File: config.mk
export PLATFORM = sky130hd
export DESIGN_NAME = epm_unit
export DESIGN_NICKNAME = d
export VERILOG_FILES = /design/src/rtl/epm_pkg.sv /design/src/rtl/epm_regs.sv /design/src/rtl/epm_pending.sv /design/src/rtl/epm_arbiter.sv /design/src/rtl/epm_unit.sv
export SDC_FILE = /design/constraint.sdc
export NUM_CORES = 1
export LEC_CHECK = 0
export ABC_AREA = 1
export ABC_CLOCK_PERIOD_IN_PS = 17130
export BUFFER_PORTS_ARGS = -buffer_cell sky130_fd_sc_hd__buf_2
export CORE_AREA = 5 5 170 172
export DETAILED_ROUTE_END_ITERATION = 10
export DIE_AREA = 0 0 175 177
export PLACE_DENSITY = 0.42
export SYNTH_ARGS = -nofsm -noshare
export SYNTH_HDL_FRONTEND = slang
export SYNTH_HIERARCHICAL = 1
export SYNTH_SLANG_ARGS = --single-unit
File: constraint.sdc
create_clock -name clk -period 17.13 [get_ports clk]
set_clock_uncertainty 0.05 [all_clocks]
set_input_delay 5.139 -clock clk [delete_from_list [all_inputs] [get_ports clk]]
set_output_delay 5.139 -clock clk [all_outputs]
set_load 0.02 [all_outputs]
File: src/rtl/epm_pkg.sv
package epm_pkg;
  localparam int EXC_NONE  = 0;
  localparam int EXC_FAULT = 1;
  localparam int EXC_SVC   = 2;
  localparam int PRIO_W    = 8;

  typedef logic [PRIO_W-1:0] prio_t;

  // keep the implemented upper bits of a priority value
  function automatic prio_t prio_trim(input prio_t v, input int bits);
    prio_t keep;
    keep = prio_t'(8'hFF << (PRIO_W - bits));
    return v & keep;
  endfunction
endpackage

File: src/rtl/epm_regs.sv
module epm_regs
  import epm_pkg::*;
#(
  parameter int NUM_CFG   = 7,
  parameter int PRIO_BITS = 3,
  parameter int AW        = 4
) (
  input  logic                      clk,
  input  logic                      rst,
  input  logic                      wr_en,
  input  logic [AW-1:0]             wr_addr,
  input  logic [7:0]                wr_data,
  input  logic [AW-1:0]             rd_addr,
  output logic [7:0]                rd_data,
  output logic [NUM_CFG*PRIO_W-1:0] prio_flat,
  output logic                      gmask,
  output prio_t                     thr,
  output logic                      catch_en
);
  localparam int ADDR_MASK  = NUM_CFG;
  localparam int ADDR_THR   = NUM_CFG + 1;
  localparam int ADDR_CATCH = NUM_CFG + 2;

  prio_t prio_q [NUM_CFG];
  logic  gmask_q, catch_q;
  prio_t thr_q;
  logic [7:0] rd_q;

  for (genvar i = 0; i < NUM_CFG; i++) begin : g_slot
    always_ff @(posedge clk) begin
      if (rst)
        prio_q[i] <= '0;
      else if (wr_en && wr_addr == AW'(i))
        prio_q[i] <= prio_trim(wr_data, PRIO_BITS);
    end
    assign prio_flat[i*PRIO_W +: PRIO_W] = prio_q[i];
  end

  always_ff @(posedge clk) begin
    if (rst) begin
      gmask_q <= 1'b0;
      thr_q   <= '0;
      catch_q <= 1'b0;
    end else if (wr_en) begin
      if (wr_addr == AW'(ADDR_MASK))  gmask_q <= wr_data[0];
      if (wr_addr == AW'(ADDR_THR))   thr_q   <= prio_trim(wr_data, PRIO_BITS);
      if (wr_addr == AW'(ADDR_CATCH)) catch_q <= wr_data[0];
    end
  end

  always_ff @(posedge clk) begin
    if (rst) begin
      rd_q <= '0;
    end else begin
      rd_q <= '0;
      for (int i = 0; i < NUM_CFG; i++)
        if (rd_addr == AW'(i)) rd_q <= prio_q[i];
      if (rd_addr == AW'(ADDR_MASK))  rd_q <= {7'd0, gmask_q};
      if (rd_addr == AW'(ADDR_THR))   rd_q <= thr_q;
      if (rd_addr == AW'(ADDR_CATCH)) rd_q <= {7'd0, catch_q};
    end
  end

  assign rd_data  = rd_q;
  assign gmask    = gmask_q;
  assign thr      = thr_q;
  assign catch_en = catch_q;
endmodule

File: src/rtl/epm_pending.sv
module epm_pending #(
  parameter int NUM_CFG = 7
) (
  input  logic               clk,
  input  logic               rst,
  input  logic [NUM_CFG-1:0] set_vec,
  input  logic               svc_refused,
  input  logic [NUM_CFG-1:0] clr_vec,
  input  logic               clr_fault,
  output logic [NUM_CFG-1:0] pend,
  output logic               fault_pend
);
  logic [NUM_CFG-1:0] pend_q;
  logic               fault_q;
  logic [NUM_CFG-1:0] set_ok;

  // a refused supervisor call never becomes pending as itself
  assign set_ok = set_vec & ~{{(NUM_CFG-1){1'b0}}, svc_refused};

  always_ff @(posedge clk) begin
    if (rst) begin
      pend_q  <= '0;
      fault_q <= 1'b0;
    end else begin
      pend_q  <= (pend_q & ~clr_vec) | set_ok;
      fault_q <= (fault_q & ~clr_fault) | (set_vec[0] & svc_refused);
    end
  end

  assign pend       = pend_q;
  assign fault_pend = fault_q;
endmodule

File: src/rtl/epm_arbiter.sv
module epm_arbiter
  import epm_pkg::*;
#(
  parameter int NUM_CFG = 7,
  parameter int NW      = 4
) (
  input  logic [NUM_CFG-1:0]        pend,
  input  logic                      fault_pend,
  input  logic [NUM_CFG*PRIO_W-1:0] prio_flat,
  input  logic                      gmask,
  input  prio_t                     thr,
  input  logic                      exec_active,
  input  prio_t                     exec_prio,
  input  logic                      exec_in_fault,
  input  logic                      hold,
  output logic                      svc_refused,
  output logic                      win_valid,
  output logic                      win_fault,
  output logic [NUM_CFG-1:0]        win_sel,
  output logic [NW-1:0]             win_num
);
  prio_t pr [NUM_CFG];
  logic [NUM_CFG-1:0] admit;

  for (genvar i = 0; i < NUM_CFG; i++) begin : g_admit
    assign pr[i]    = prio_flat[i*PRIO_W +: PRIO_W];
    assign admit[i] = !gmask
                   && !(thr != '0 && pr[i] >= thr)
                   && (!exec_active || pr[i] < exec_prio)
                   && !exec_in_fault;
  end

  assign svc_refused = !admit[0];

  always_comb begin
    prio_t best;
    best      = '0;
    win_valid = 1'b0;
    win_fault = 1'b0;
    win_sel   = '0;
    win_num   = '0;
    if (!hold) begin
      if (fault_pend && !exec_in_fault) begin
        win_valid = 1'b1;
        win_fault = 1'b1;
        win_num   = NW'(EXC_FAULT);
      end else begin
        for (int i = 0; i < NUM_CFG; i++) begin
          if (pend[i] && admit[i] && (!win_valid || pr[i] < best)) begin
            win_valid = 1'b1;
            best      = pr[i];
            win_sel   = NUM_CFG'(1) << i;
            win_num   = NW'(i + EXC_SVC);
          end
        end
      end
    end
  end
endmodule

File: src/rtl/epm_unit.sv
module epm_unit
  import epm_pkg::*;
#(
  parameter int NUM_LINES = 6,
  parameter int PRIO_BITS = 3,
  localparam int NUM_CFG  = NUM_LINES + 1,
  localparam int AW       = $clog2(NUM_CFG + 3),
  localparam int NW       = $clog2(NUM_LINES + 3)
) (
  input  logic                 clk,
  input  logic                 rst,
  input  logic [NUM_LINES-1:0] line_req,
  input  logic                 svc_req,
  input  logic                 wr_en,
  input  logic [AW-1:0]        wr_addr,
  input  logic [7:0]           wr_data,
  input  logic [AW-1:0]        rd_addr,
  output logic [7:0]           rd_data,
  input  logic                 exec_active,
  input  logic [7:0]           exec_prio,
  input  logic                 exec_in_fault,
  output logic                 take,
  output logic [NW-1:0]        take_num,
  output logic                 halt_req
);
  logic [NUM_CFG*PRIO_W-1:0] prio_flat;
  logic                      gmask_w, catch_w;
  prio_t                     thr_w;
  logic [NUM_CFG-1:0]        pend_w;
  logic                      fault_pend_w;
  logic                      svc_refused_w;
  logic                      win_valid, win_fault;
  logic [NUM_CFG-1:0]        win_sel;
  logic [NW-1:0]             win_num;

  logic                      take_q, halt_q, fault_q;
  logic [NW-1:0]             num_q;
  logic [NUM_CFG-1:0]        sel_q;

  epm_regs #(.NUM_CFG(NUM_CFG), .PRIO_BITS(PRIO_BITS), .AW(AW)) u_regs (
    .clk(clk), .rst(rst), .wr_en(wr_en), .wr_addr(wr_addr), .wr_data(wr_data),
    .rd_addr(rd_addr), .rd_data(rd_data), .prio_flat(prio_flat),
    .gmask(gmask_w), .thr(thr_w), .catch_en(catch_w)
  );

  epm_pending #(.NUM_CFG(NUM_CFG)) u_pend (
    .clk(clk), .rst(rst), .set_vec({line_req, svc_req}),
    .svc_refused(svc_refused_w),
    .clr_vec(take_q ? sel_q : '0), .clr_fault(take_q & fault_q),
    .pend(pend_w), .fault_pend(fault_pend_w)
  );

  epm_arbiter #(.NUM_CFG(NUM_CFG), .NW(NW)) u_arb (
    .pend(pend_w), .fault_pend(fault_pend_w), .prio_flat(prio_flat),
    .gmask(gmask_w), .thr(thr_w), .exec_active(exec_active),
    .exec_prio(exec_prio), .exec_in_fault(exec_in_fault), .hold(take_q),
    .svc_refused(svc_refused_w), .win_valid(win_valid), .win_fault(win_fault),
    .win_sel(win_sel), .win_num(win_num)
  );

  always_ff @(posedge clk) begin
    if (rst) begin
      take_q  <= 1'b0;
      halt_q  <= 1'b0;
      fault_q <= 1'b0;
      num_q   <= '0;
      sel_q   <= '0;
    end else begin
      take_q  <= win_valid;
      halt_q  <= win_valid && win_fault && catch_w;
      fault_q <= win_valid && win_fault;
      num_q   <= win_valid ? win_num : '0;
      sel_q   <= win_sel;
    end
  end

  assign take     = take_q;
  assign take_num = num_q;
  assign halt_req = halt_q;
endmodule

==> impl_metrics.yaml <==
placement:
  dp_slack_ns: 2.14
  place.gp.congestion: 0.796
  port_buffers: 41
  dpl_cell_area_um2: 7120
  dp.cells: 1323
  dpl.hpwl_um: 16000
setup_path:
  ff2ff_path_depth: 61
  cp_num_buf_inv: 5
  rr_startpoint: "u_regs/thr[7]"
  crit_type: "input pin to flip-flop"
  worstSetupEndpointType: "flip-flop"
  path_max_fanout: 19
  slowest_delay_ns: 0.34
  rrSetupSlack_ns: 6.93
  reg2reg_to: "take_num[3]"
  cpMostUsedCell: "nand2_1"
  cp-start-kind: "input pin"
  required_ns: 17.32
  arrival_ns: 14.78
  path_delay_family: "simple AND/OR/NAND/NOR gates"
  crit_slowest_cell: "o21ai_0"
logic_synthesis:
  seq_area_frac_synth: 0.186
  synthArstFlopShare: 0
  synth.area.top_cells: "ha_1 27%, nand2_1 12%, edfxtp_1 9.4%, dfxtp_1 9.2%, inv_1 7.3%"
  syn_area_per_cell_um2: 7.08
  synth_largest_area_cell: "ha_1"
  syn_area_um2: 6710
  yosysWarnings: 6
  synth_ff_type: "dfxtp_1"
  syn_inst: 948
  synth_edf_count: 21
  ys_ff_latch: 52
  netlist.area_leader.share: 0.274
  yosysUniqueCellTypes: 40
clocking:
  htreeDepth: 2
  clk_pin_slew_ns: 0.07
  post_cts_buffers: 0
  cts_buffer_depth: 2
  root_buffer: "clkbuf_16"
  cts_tree: "done"
  cts_resized: 0
  clock-sinks: 52
  holdBufCountCts: 0
  cts_buffers: 5
  insertion_delay_ns: 0.30
cells_and_area:
  final_cells: 1331
  final_nets: 1167
  drive_above_1_share: 0.0954
  design_area_um2: 7290
  final_common_cell: "nand2_1"
  mostFrequentLayoutCells: "217 x nand2_1, 147 x ha_1, 130 x inv_1"
  area_growth_syn_to_layout_pct: 8.65
  antennaDiodeCount: 0
floorplanning:
  fp-row-count: 61
  dieHeight_um: 177
  io_pins: 50
  die_x_um: 175
  dieArea_um2: 31000
  core_um2: 27300
  initial_utilization: 0.246
route:
  drtIter0Drc: 230
  routed_via_density: 4.25
  detail_route.first_pass.iterations: 6
  routedWlPerCell_um: 14.0
  drcViolationCount: 0
  wirelength_um: 18600
  drtAntennaViolNets: 0
  num_vias: 5655
flow_run:
  cap_violations: 0
sta:
  hold_viol: 0
  relSlewSlack: 0.530
  setup_viol: 0
  min_period_ns: 14.60
  max_freq_mhz: 68.5
  hold_ws_ns: 0.429
  fin_ws_ns: 2.53
  rsz0062_at_grt: "no"
  fin_tns_setup_ns: 0
  maxSlewViolCount: 0
  worst_pin_slew_ns: 0.701
  finalCritPeriodShare: 0.852
global_route:
  grt_pass1_vias: 5744
  grt.overflow.total: 0
  grt_pass1_wl_um: 30700
  grt_use_total: 0.125
  antenna_found_initial: 0
  grt_max_degree: 23
worst_hold_path:
  holdCritPathClass: "flip-flop to flip-flop"
  hold_path.startpoint: "u_pend/fault_pend"
  min_to: "u_pend/fault_pend"
  holdPathStages: 2
status:
  status: "finished, final reports clean"
pwr:
  power_leakage_nw: 3.65
  power.density_nw_per_um2: 55.5
  ir_drop_mv: 0.0380
[report_power, final]
| part | total, mW | switching (mW) | internal, mW |
|---|---|---|---|
| logic | 0.143 | 0.0890 | 0.0538 |
| registers | 0.143 | 0.00832 | 0.135 |
| clock network | 0.119 | 0.0459 | 0.0732 |
[worst register-to-register path, delay by kind of cell (launching register included)]
family,cells,cell delay (ns)
fa+ha+maj,7,2.13
simple gates,39,4.10
flops,1,0.46
buf+inv,3,0.43
compound gates,12,2.98
[metal layers]
layer / vias up / track usage / wire length (um)
met2: 64 / 0.207 / 8150
met4: 0 / 0.0236 / 216
met3: 11 / 0.0122 / 547
met1: 2450 / 0.177 / 9710
met5: - / 0 / 0
li1: 3130 / - / -
[cells in the mapped netlist (2+ instances only)]
master / instances
a211o_1: 2
a211oi_1: 12
a21boi_0: 8
a21o_1: 2
a21oi_1: 48
a21oi_2: 8
buf_2: 2
buf_4: 46
buf_6: 2
clkbuf_1: 5
dfxtp_1: 31
edfxtp_1: 21
ha_1: 147
inv_1: 130
inv_2: 2
nand2_1: 217
nand2_2: 14
nand2_4: 5
nand3_1: 29
nand4_1: 12
nor2_1: 87
nor2_2: 7
nor2_4: 2
nor4_1: 2
nor4_2: 2
o211ai_1: 5
o21a_1: 28
o21ai_0: 53
o21ai_1: 3
or2_0: 3
or2_2: 4
[cell families after synthesis]
family                     after synthesis  synth area share
other                                    1          0.000559
adders and majority gates              147             0.274
and+or+nand+nor                        386             0.248
AOI/OAI and AO/OA                      173             0.157
DFF                                     52             0.186
buffers and inverters                  189             0.134
[worst max-delay path by stage]
stage	from	to	slack, ns	cells after the start
6_report	exec_prio[7]	take_num[3]	2.53	62
5_1_grt	exec_prio[7]	sel_q[6]	1.25	62
4_1_cts	exec_prio[7]	take_num[3]	2.40	62
3_5_place_dp	exec_prio[7]	take_num[3]	2.14	62
3_3_place_gp	exec_prio[7]	take_num[3]	2.07	62
2_1_floorplan	exec_prio[7]	sel_q[6]	3.75	71
[layout make-up]
cell class | count | area, um^2
Sequential cell | 52 | 1250
Clock buffer | 6 | 139
Multi-Input combinational cell | 750 | 4720
Timing Repair Buffer | 41 | 205
Clock inverter | 2 | 38.8
Inverter | 134 | 505
Fill cell | 3100 | 20000
Tap cell | 346 | 433
[state kept, by name, summed over array words and instances, names as in the netlist, 3 cells and up]
signal,count
u_regs/prio_q,21
sel_q,7
u_pend/pend,7
take_num,4
u_regs/rd_data,4
u_regs/thr,3
[metrics by stage]
| step | utilization | total power [mW] |
|---|---|---|
| 4_1_cts | 0.267 | 0.404 |
| 5_1_grt | 0.267 | 0.443 |
| 2_1_floorplan | - | 0.255 |
| 3_3_place_gp | 0.260 | 0.282 |
| 3_5_place_dp | 0.260 | 0.284 |
| 6_report | 0.267 | 0.405 |
Note: power is estimated with default switching activity, not from simulation.
